`src/rtl/dtb_pkg.sv`:
```
package dtb_pkg;
  // width needed to index n items, never below one bit
  function automatic int unsigned idx_width(input int unsigned n);
    return (n <= 1) ? 1 : $clog2(n);
  endfunction

  // modulo counter width for a number of period groups
  function automatic int unsigned mod_width(input int unsigned groups);
    return (groups <= 1) ? 1 : groups - 1;
  endfunction
endpackage

```
`src/rtl/dtb_modulo.sv`:
```
module dtb_modulo
  import dtb_pkg::*;
#(
  parameter int unsigned NUM_DECADES = 3
) (
  input  logic                   clk,
  input  logic                   rst_n,
  input  logic                   tick,
  output logic [NUM_DECADES-1:0] step
);
  localparam int unsigned MW = mod_width(NUM_DECADES);

  logic [MW-1:0] mod_q;

  always_ff @(posedge clk) begin
    if (!rst_n) mod_q <= '0;
    else if (tick) mod_q <= mod_q + MW'(1);
  end

  assign step[0] = tick;

  for (genvar d = 1; d < NUM_DECADES; d++) begin : g_gate
    assign step[d] = tick && (mod_q[d-1:0] == '0);


    nested_gate_chk: assert property (@(posedge clk) disable iff (!rst_n)
      step[d] |-> step[d-1]);
  end


  mod_adv_chk: assert property (@(posedge clk) disable iff (!rst_n)
    tick |=> mod_q == $past(mod_q) + MW'(1));


  mod_hold_chk: assert property (@(posedge clk) disable iff (!rst_n)
    !tick |=> $stable(mod_q));
endmodule

```
`src/rtl/dtb_cell.sv`:
```
module dtb_cell #(
  parameter int unsigned CNT_W = 8
) (
  input  logic             clk,
  input  logic             rst_n,
  input  logic             load_en,
  input  logic [CNT_W-1:0] load_val,
  input  logic             step_en,
  output logic [CNT_W-1:0] cnt,
  output logic             zero
);
  logic [CNT_W-1:0] cnt_q;

  always_ff @(posedge clk) begin
    if (!rst_n)                        cnt_q <= '0;
    else if (load_en)                  cnt_q <= load_val;
    else if (step_en && cnt_q != '0)   cnt_q <= cnt_q - CNT_W'(1);
  end

  assign cnt  = cnt_q;
  assign zero = (cnt_q == '0);


  load_wins_chk: assert property (@(posedge clk) disable iff (!rst_n)
    load_en |=> cnt_q == $past(load_val));


  no_wrap_chk: assert property (@(posedge clk) disable iff (!rst_n)
    (!load_en && cnt_q == '0) |=> cnt_q == '0);


  dec_one_chk: assert property (@(posedge clk) disable iff (!rst_n)
    (step_en && !load_en && cnt_q != '0) |=> cnt_q == $past(cnt_q) - CNT_W'(1));


  hold_chk: assert property (@(posedge clk) disable iff (!rst_n)
    (!step_en && !load_en) |=> $stable(cnt_q));
endmodule

```
`src/rtl/dtb_readmux.sv`:
```
module dtb_readmux #(
  parameter int unsigned N     = 12,
  parameter int unsigned CNT_W = 8,
  parameter int unsigned IW    = 4
) (
  input  logic [N*CNT_W-1:0] vals,
  input  logic [IW-1:0]      sel,
  output logic [CNT_W-1:0]   out
);
  always_comb begin
    out = '0;
    for (int i = 0; i < N; i++) begin
      if (sel == IW'(i)) out = vals[i*CNT_W +: CNT_W];
    end
  end
endmodule

```
`src/rtl/dtb_top.sv`:
```
module dtb_top
  import dtb_pkg::*;
#(
  parameter int unsigned NUM_DECADES      = 3,
  parameter int unsigned TIMERS_PER_GROUP = 4,
  parameter int unsigned CNT_W            = 8,
  parameter int unsigned NUM_TIMERS       = NUM_DECADES * TIMERS_PER_GROUP,
  parameter int unsigned IDX_W            = idx_width(NUM_TIMERS)
) (
  input  logic                  clk,
  input  logic                  rst_n,
  input  logic                  tick,
  input  logic                  load_valid,
  output logic                  load_ready,
  input  logic [IDX_W-1:0]      load_idx,
  input  logic [CNT_W-1:0]      load_data,
  input  logic [IDX_W-1:0]      rd_idx,
  output logic [CNT_W-1:0]      rd_data,
  output logic [NUM_TIMERS-1:0] expired
);
  logic [NUM_DECADES-1:0]      step;
  logic [NUM_TIMERS*CNT_W-1:0] cnt_flat;

  assign load_ready = 1'b1;

  dtb_modulo #(.NUM_DECADES(NUM_DECADES)) mod_i (
    .clk  (clk),
    .rst_n(rst_n),
    .tick (tick),
    .step (step)
  );

  for (genvar g = 0; g < NUM_DECADES; g++) begin : g_grp
    for (genvar t = 0; t < TIMERS_PER_GROUP; t++) begin : g_tmr
      localparam int unsigned K = g * TIMERS_PER_GROUP + t;
      logic ld;
      assign ld = load_valid && (load_idx == IDX_W'(K));

      dtb_cell #(.CNT_W(CNT_W)) cell_i (
        .clk     (clk),
        .rst_n   (rst_n),
        .load_en (ld),
        .load_val(load_data),
        .step_en (step[g]),
        .cnt     (cnt_flat[K*CNT_W +: CNT_W]),
        .zero    (expired[K])
      );
    end
  end

  dtb_readmux #(.N(NUM_TIMERS), .CNT_W(CNT_W), .IW(IDX_W)) rd_i (
    .vals(cnt_flat),
    .sel (rd_idx),
    .out (rd_data)
  );


  oob_load_chk: assert property (@(posedge clk) disable iff (!rst_n)
    (load_valid && int'(load_idx) >= int'(NUM_TIMERS) && !tick) |=> $stable(cnt_flat));


  flag_match_chk: assert property (@(posedge clk) disable iff (!rst_n)
    (int'(rd_idx) < int'(NUM_TIMERS)) |-> ((rd_data == '0) == expired[rd_idx]));
endmodule

```
`config.mk`:
```
export PLATFORM = sky130hd
export DESIGN_NAME = dtb_top
export DESIGN_NICKNAME = d
export VERILOG_FILES = /design/src/rtl/dtb_pkg.sv /design/src/rtl/dtb_modulo.sv /design/src/rtl/dtb_cell.sv /design/src/rtl/dtb_readmux.sv /design/src/rtl/dtb_top.sv
export SDC_FILE = /design/constraint.sdc
export NUM_CORES = 1
export LEC_CHECK = 0
export CAP_MARGIN = 20
export CORE_ASPECT_RATIO = 0.7
export CORE_MARGIN = 3
export CORE_UTILIZATION = 40
export DETAILED_ROUTE_END_ITERATION = 7
export GPL_TIMING_DRIVEN = 0
export PLACE_DENSITY = 0.61
export SLEW_MARGIN = 15
export SYNTH_ARGS = -nofsm -noshare
export SYNTH_HDL_FRONTEND = slang
export SYNTH_SLANG_ARGS = --single-unit
```
`constraint.sdc`:
```
create_clock -name clk -period 3.6 [get_ports clk]
set_input_delay 1.08 -clock clk [delete_from_list [all_inputs] [get_ports clk]]
set_output_delay 1.08 -clock clk [all_outputs]
set_load 0.05 [all_outputs]
```
==> impl.org, run 1 <==
** Outcome
- Status :: finished, final reports clean

** Finish
- For this run, the share of the core covered by cells in the final layout is 0.494.
- Fraction of layout instances using a drive strength above 1 :: 0.127
- The number of antenna diodes in the final layout is 0.
- Relative to the synthesized area, the layout overhead comes to 18.8%.
- Final layout net count :: 905
- Fill cell total of the finished layout :: 1,549

** Power and ir drop
- Switch Pwr :: 3450 µW
- For this design the static power due to leakage is 0.00286 µW.
- Maximum vdd ir drop :: 0.646 mV
- For this design the ratio of total power to cell area is 954 nW/µm².
- Post-layout power :: 7420 µW
- The internal power of the cells totals 3960 µW.
- Of the total power, combinational logic draws 0.571.
- Switching Fraction :: 0.466
- Of the total power, the clock network draws 0.139.
- Of the total power, registers draw 0.290.

** STA
- WHS :: 0.506 ns
- At the pin with the least slew margin, the transition time is 0.975 ns.
- Final number of hold-violating endpoints :: 0
- Max Clock Freq :: 0.281 GHz
- Setup slack of the critical path after layout :: 0.0423 ns
- Finish-stage setup viols :: 0
- For the final routed database, the setup TNS stands at 0 ns.
- Headroom to the max-slew limit came out at 0.350.
- Slew Limit Fails :: 0
- After layout, the minimum clock period comes to 3.56 ns.
- For the final database, setup skew stands at 0.0103 ns.
- Final Cycle Share :: 0.988

** Worst setup path
- The critical path is of the in -> out type.
- Worst path cell trace :: buf_6 -> buf_12 -> mux2i_1 -> nor2_1 -> a221o_1 -> mux2i_1 -> o2bb2ai_2 -> buf_4
- Data arrives at the worst endpoint at 2.48 ns.
- Worst-path maximum fanout :: 5
- The worst setup path is launched from a primary input.
- Cell type with the highest occurrence count on the critical path :: sky130_fd_sc_hd__mux2i_1
- On the critical path, the stage with the largest delay is an instance of sky130_fd_sc_hd__a221o_1.
- On the worst path, the slowest cell contributes a delay of 0.31 ns.
- Worst endpoint required time :: 2.52 ns
- STA classifies the critical path endpoint as an output pin.

** Yosys
- Leading cell types by total area after synthesis :: sky130_fd_sc_hd__dfxtp_1, sky130_fd_sc_hd__o21ai_0, sky130_fd_sc_hd__a21oi_1
- Synthesized-area fraction occupied by adder cells :: 0.0478
- After synthesis the cells add up to 6540 µm².
- Simple logic cell fraction of the synthesized area :: 0.229
- In the synthesized netlist the async set-or-reset flop fraction comes to 0.
- In this run, synthesis produced a sequential element count of 98.
- Counting distinct cell types in the post-synthesis netlist gives 61.
- Number of warnings reported in the yosys synthesis log :: 0
- The synthesized design spends more area on one cell type than any other, namely sky130_fd_sc_hd__dfxtp_1.
- Synthesis produced a netlist with a net count of 853.
- In the synthesized netlist the dominant register cell turns out to be sky130_fd_sc_hd__dfxtp_1.
- Counting flops with a built-in enable in the synthesized netlist gives 0.
- Post-synthesis area per instance :: 8.10 µm²
- Of the post-synthesis cell area, the dominant cell type holds 0.300.
- The compound-gate portion of the synthesized area is 0.197.
- Dominant combinational cell family by area after synthesis :: simple AND/OR/NAND/NOR gates
- XOR/XNOR Fraction of Synth Area :: 0.0816
- Fraction of the yosys area taken by sequential cells :: 0.300
- Share of synthesized area spent on multiplexers :: 0.0816
- Number of standard cells after synthesis :: 808

** Place
- In this run the tool buffered the top-level ports with 37 buffer cells.
- The congestion estimate from routability-driven global placement came to 0.955.
- Once detailed placement completed, the half-perimeter wirelength came to 16.4 mm.
- Before CTS, the worst setup slack after placement is -1.50 ns.

** CTS
- Longest Clk Path Bufs :: 2
- Clock sink count :: 98
- Hold repair after CTS inserted 0 buffers.
- Clock-pin slew was measured on the worst setup and hold paths at 0.07 ns.
- Root buffer selected by CTS :: sky130_fd_sc_hd__clkbuf_16
- TritonCTS built the clock tree.
- At the later pin of the worst-skew pair, clock insertion delay measures 0.36 ns.
- Counting the buffers created by CTS gives 9.
- Number of H-tree levels :: 3

** Detailed routing
- Remaining number of nets flagged by the antenna check after routing :: 0
- Across all layers, the routed design uses 6,452 vias.
- Dividing the detail-routed via count by the number of cells gives 5.95.
- After detailed routing, the average wire length per cell comes to 20.9 µm.
- In this run, the number of DRC markers left after iteration 0 of detailed routing was 785.
- Wire length reported by the detailed router :: 22.7 mm
- Drt drc :: 0
- Before antenna repair, the detailed router went through 5 iterations.

** Die
- The die covers 18,000 µm².
- Chip Height :: 113 µm
- Area of the core region :: 15,700 µm²
- Row cnt :: 38
- Die Span X :: 159 µm
- The initial utilization of the core area, before any placement, comes to 0.416.
- 41 I/O pins were placed.

** Min path
- Path category of the worst min-delay check :: reg -> reg

** GRT
- Vias in the first global route :: 5,852
- Antenna violations before repair :: 1
- The first global-routing pass estimated 34.7 mm of wire.
- The total overflow left after global routing is 0.
- Tot GR Track Use :: 0.249
- Entering global routing, the biggest net connects 18 pins.

** Flow run
- Max-cap violations in this run came to 0.
## path summary, 6_finish.rpt
check	from	endpoint	slack (ns)	depth (start not counted)
max	rd_idx[0]	rd_data[0]	0.04	8
min	mod_i.mod_q[1]$_SDFFE_PN0P_	mod_i.mod_q[1]$_SDFFE_PN0P_	0.51	2
max reg2reg	mod_i.mod_q[0]$_SDFFE_PN0P_	g_grp[2].g_tmr[1].cell_i.cnt[4]$_SDFFE_PN0P_	1.47	7
min reg2reg	mod_i.mod_q[1]$_SDFFE_PN0P_	mod_i.mod_q[1]$_SDFFE_PN0P_	0.51	2
## cell families (layout without fill, tap and decap cells)
logic type	Yosys count	in the layout
compound gates	212	212
xor+xnor	61	61
fa+ha+maj	25	25
buf+inv	95	152
flops	98	98
mux	38	38
other cells	1	1
simple gates	278	278
## metrics by stage
stage / instance area [µm²] / cells
finish: 7770 / 1085
global route: 7770 / 1085
CTS: 7690 / 1083
detailed placement: 7270 / 1065
global placement: 7270 / 1065
floorplan: 6620 / 808
## sequential cells by signal, indices dropped and copies added, names as in the netlist
register / cells
g_grp.g_tmr.cell_i.cnt: 96
mod_i.mod_q: 2
## repair_timing
item	4_1_cts	5_1_grt
gates resized for setup	102	20
buffers inserted	2	1
gates cloned	0	1
setup endpoints to repair	14	12
pin swaps	1	2
## layout by cell type, fill, tap and decap left out, types with 6 or more instances in the layout
cell                              instances
sky130_fd_sc_hd__a211oi_1                28
sky130_fd_sc_hd__a21oi_1                 65
sky130_fd_sc_hd__a311oi_1                 6
sky130_fd_sc_hd__buf_4                   20
sky130_fd_sc_hd__clkbuf_1                34
sky130_fd_sc_hd__clkbuf_16               10
sky130_fd_sc_hd__clkdlybuf4s50_1         18
sky130_fd_sc_hd__dfxtp_1                 98
sky130_fd_sc_hd__ha_1                    25
sky130_fd_sc_hd__inv_1                   32
sky130_fd_sc_hd__mux2i_1                 21
sky130_fd_sc_hd__mux4_2                  12
sky130_fd_sc_hd__nand2_1                 43
sky130_fd_sc_hd__nand2b_1                 7
sky130_fd_sc_hd__nand3_1                 26
sky130_fd_sc_hd__nand3b_1                 9
sky130_fd_sc_hd__nand4_1                 10
sky130_fd_sc_hd__nor2_1                  74
sky130_fd_sc_hd__nor2b_1                  9
sky130_fd_sc_hd__nor3_1                  22
sky130_fd_sc_hd__nor3b_1                  7
sky130_fd_sc_hd__nor4_1                  11
sky130_fd_sc_hd__o21ai_0                 65
sky130_fd_sc_hd__or3_1                   12
sky130_fd_sc_hd__or4_1                    9
sky130_fd_sc_hd__xnor2_1                 26
sky130_fd_sc_hd__xor2_1                  35
## cell usage after synthesis, types with 11 or more instances
cell,count
sky130_fd_sc_hd__dfxtp_1,98
sky130_fd_sc_hd__nor2_1,76
sky130_fd_sc_hd__o21ai_0,68
sky130_fd_sc_hd__a21oi_1,65
sky130_fd_sc_hd__nand2_1,44
sky130_fd_sc_hd__clkbuf_1,42
sky130_fd_sc_hd__xor2_1,35
sky130_fd_sc_hd__inv_1,33
sky130_fd_sc_hd__a211oi_1,28
sky130_fd_sc_hd__nand3_1,26
sky130_fd_sc_hd__xnor2_1,26
sky130_fd_sc_hd__ha_1,25
sky130_fd_sc_hd__mux2i_1,23
sky130_fd_sc_hd__nor3_1,22
sky130_fd_sc_hd__buf_4,13
sky130_fd_sc_hd__nor4_1,13
sky130_fd_sc_hd__mux4_2,12
sky130_fd_sc_hd__or3_1,12
sky130_fd_sc_hd__nor2b_1,11
## power groups by stage
stage          logic, µW  registers [µW]  clock network [µW]
2_1_floorplan       3360            1890                   0
3_3_place_gp        4170            2130                   0
3_5_place_dp        4180            2120                   0
4_1_cts             4190            2110                1040
5_1_grt             4630            2200                1090
6_report            4230            2150                1030
## layer usage
layer,wire [µm],global-route usage,part of all wire
met5,0,0,0
met4,518,0.0700,0.023
met3,2390,0.0607,0.11
met2,9000,0.343,0.40
met1,10800,0.382,0.48
## worst max-delay path, delay by kind of cell
| kind | cells | cell delay [ns] |
|---|---|---|
| multiplexers | 2 | 0.43 |
| buffers and inverters | 3 | 0.47 |
| AO/OA/AOI/OAI | 2 | 0.43 |
| AND/OR/NAND/NOR | 1 | 0.07 |
## area by class of cell
| class | instances | area, µm² | share of cell area |
|---|---|---|---|
| Clock buffer | 10 | 239 | 0.0307 |
| Inverter | 36 | 143 | 0.0183 |
| Multi-Input combinational cell | 615 | 4310 | 0.554 |
| Sequential cell | 98 | 1960 | 0.252 |
| Clock inverter | 6 | 70.1 | 0.00901 |
| Timing Repair Buffer | 41 | 408 | 0.0525 |
| Tap cell | 220 | 275 | 0.0354 |
| Buffer | 59 | 367 | 0.0472 |
No activity file was read; power rests on OpenSTA's default activity.
==> run 2, diff against run 1 <==
- PLACE_DENSITY: 0.61 -> not set
- clock period: 3.6 -> 4 ns (I/O delays scaled with it)
==> run 2 against run 1 <==
  * Clock power fell by 9%
  * Non-clock buffer count fell by 1
  * Setup slack improved by 0.044 ns
  * Combinational power fell by 9.2%
  * Die area did not move
  * Hold slack got worse by 0.0097 ns
  * Clock-buffer cell count rose by 1
  * Sequential share of layout area rose by 0.25 points
  * Core utilization fell by 0.49 points
  * Final cell count barely moved
  * Critical path type unchanged
  * Largest power group unchanged
==> impl.org, run 2 (synthesis results as in run 1) <==
** Outcome
- Status :: finished, final reports clean

** CTS
- TritonCTS clock tree :: built
- The clock transition at the register clock pins on the worst setup and hold paths after CTS came to 0.07 ns (about the same).
- The clock latency at the later pin of the worst-skew pair came to 0.35 ns (about the same).
- Longest Clk Path Bufs :: 2 (unchanged)
- The clock net sink count is 98 (unchanged).
- Count of hold buffers inserted by post-cts repair :: 0 (unchanged)
- Number of H-tree levels :: 3 (unchanged)
- The number of clock buffers inserted by TritonCTS was 9 (unchanged).
- In this run the clock root is driven by a sky130_fd_sc_hd__clkbuf_16.

** Die
- Chip Height :: 113 µm (unchanged)
- The core box area was 15,700 µm² (unchanged).
- The overall die width is 159 µm (unchanged).
- Total die area :: 18,000 µm² (unchanged)
- The site row count was 38 (unchanged).
- The number of top-level pins was 41 (unchanged).
- Initial core utilization :: 0.416 (unchanged)

** GRT
- The number of global-route vias before repair was 5,883 (+0.53%).
- The wire length of the first global-routing pass is 34.7 mm (about the same).
- The global-route met2 utilization was 0.336 (-0.00689).
- In this run the most used layer during global routing was met1.
- Antenna violations before repair :: 0 (-1)
- The met1 track demand over resource in global routing is 0.385 (+0.00247).
- The global routing usage on met3 came to 0.0578 (-0.00293).
- Tot GR Track Use :: 0.248 (-0.00141)
- The total global routing overflow is 0 (unchanged).
- The maximum number of pins on one net before global-route repair was 16 (-2).

** Min path
- In this run the worst hold path is classified as reg -> reg.

** Place
- Worst-case setup slack after placement :: -1.55 ns (-0.0575 ns)
- Routability congestion estimate :: 0.955 (about the same)
- Buffers added on ports :: 37 (unchanged)
- Half-perimeter wire length after placement :: 16.2 mm (-0.81%)

** Finish
- Largest register FFs :: 96 (unchanged)
- Relative to the synthesized area, the layout overhead comes to 17.6%.
- The count of nets after finishing was 904 (-0.11%).
- Most frequent standard cell in the layout excluding fill and tap cells :: sky130_fd_sc_hd__dfxtp_1
- The count of inserted antenna diode cells is 0 (unchanged).
- The layout cell share with drive strength beyond 1 came to 0.119 (-0.00795).
- Post-route core utilization :: 0.489 (-0.00485)
- Register area :: 1960 µm² (unchanged)
- The total area of multi-input combinational cells was 4290 µm² (-0.58%).
- The total of fill cells in the finished design is 1,549 (unchanged).
- Commonest cells after routing, fill and taps aside :: sky130_fd_sc_hd__dfxtp_1, sky130_fd_sc_hd__nor2_1, sky130_fd_sc_hd__o21ai_0

** Power and ir drop
- The power density over the cells was 871 nW/µm² (-8.7%).
- Post-layout power :: 6700 µW (-9.6%)
- The maximum vdd drop is 0.654 mV (+1.3%).
- The leakage power of the design came to 0.00279 µW (-2.5%).

** Worst setup path
- Worst endpoint required time :: 2.80 ns (+0.28 ns)
- Endpoint type of the worst setup path :: output pin
- Worst-path maximum fanout :: 10 (+5)
- Element type at the critical path start :: primary input
- By startpoint and endpoint, the worst setup path is classified as in -> out.
- The arrival time at the worst endpoint came to 2.71 ns (+0.23 ns).

** STA
- Setup repair after global routing left no endpoint under its margin.
- The worst-case clock skew is 0.00816 ns (-0.00210 ns).
- The post-route worst setup slack came to 0.0867 ns (+0.0444 ns).
- The final count of negative-setup-slack endpoints came to 0 (unchanged).
- Total negative slack :: 0 ns (unchanged)
- Final number of hold-violating endpoints :: 0 (unchanged)
- The remaining max-slew budget at the tightest pin was 0.389 (+0.0391).
- Max Clock Freq :: 0.256 GHz
- Clock period minus worst slack :: 3.91 ns
- Final Cycle Share :: 0.978
- The max-slew violation count is 0 (unchanged).
- The slew at the pin with the worst max-slew slack was 0.916 ns (-0.0586 ns).

** Detailed routing
- The per-cell routed wire length was 20.4 µm (-2.2%).
- The number of design-rule violations left by the first detailed-router iteration came to 615 (-22%).
- Wire length reported by the detailed router :: 22.2 mm (-2.3%)
- The number of nets with antenna violations after detailed routing was 0 (unchanged).
- Vias post-DR :: 6,324 (-2.0%)
- Detailed-router iteration count before antenna repair :: 5 (unchanged)
- The DRC violation count after routing was 0 (unchanged).
- The via-per-instance ratio was 5.83 (-1.9%).

** Flow run
- The count of max-cap constraint violations came to 0 (unchanged).
==> run 2: cell count changes in the layout (fill, tap and decap cells not counted), sizes merged <==
cell and delta:
clkdlybuf4s50 +7, clkbuf +6, buf -5, clkdlybuf4s15 -3
dlymetal6s2s -3, inv -3, dlygate4sd2 -2, bufinv +1
clkinvlp +1
==> run 2: cell type report <==
type / count / share of cell area
Timing Repair Buffer: 40 / 0.0480
Clock buffer: 11 / 0.0302
Tap cell: 220 / 0.0358
Inverter: 36 / 0.0189
Clock inverter: 5 / 0.0102
Buffer: 59 / 0.0454
Sequential cell: 98 / 0.255
Multi-Input combinational cell: 615 / 0.557
==> run 2: worst paths after layout <==
check / startpoint / to / slack, ns / cells after the start
setup / recovery: rd_idx[0] / rd_data[5] / 0.09 / 8
hold / removal: mod_i.mod_q[1]$_SDFFE_PN0P_ / mod_i.mod_q[1]$_SDFFE_PN0P_ / 0.50 / 2
setup reg to reg: mod_i.mod_q[0]$_SDFFE_PN0P_ / g_grp[2].g_tmr[3].cell_i.cnt[7]$_SDFFE_PN0P_ / 1.86 / 8
hold reg to reg: mod_i.mod_q[1]$_SDFFE_PN0P_ / mod_i.mod_q[1]$_SDFFE_PN0P_ / 0.50 / 2
==> run 2: timing repair <==
action | in CTS | in global routing
setup endpoints to repair | 10 | 8
pin swaps | 0 | 1
gates resized for setup | 73 | 28
hold endpoints to repair | 0 | 0
setup buffers | 2 | 1
==> run 2: per-stage QoR <==
stage	std cells	hold slack, ns	area [µm²]
final	1084	0.497	7700
after global routing	1084	0.554	7700
after CTS	1083	0.497	7620
after detailed placement	1065	0.481	7260
after global placement	1065	0.478	7260
after floorplan	808	0.460	6610
==> run 2: worst max-delay path: stages <==
cell,delay (ns)
sky130_fd_sc_hd__buf_2,0.19
sky130_fd_sc_hd__buf_12,0.19
sky130_fd_sc_hd__buf_12,0.17
sky130_fd_sc_hd__mux2i_1,0.33
sky130_fd_sc_hd__o32ai_2,0.14
sky130_fd_sc_hd__o32ai_2,0.19
sky130_fd_sc_hd__a32oi_4,0.08
sky130_fd_sc_hd__buf_4,0.21
==> run 2: per-layer routing <==
metal / vias to the layer above / share of wire / routed length [µm]
li1: 3055 / - / -
met1: 2975 / 0.49 / 10800
met2: 257 / 0.40 / 8830
met3: 37 / 0.095 / 2110
met4: 0 / 0.021 / 469
met5: - / 0 / 0
==> run 2: where the power goes <==
group | switching (µW) | internal [µW] | total (µW)
registers | 560 | 1360 | 1920
clock network | 393 | 549 | 942
logic | 2120 | 1720 | 3840
total | 3080 | 3630 | 6700
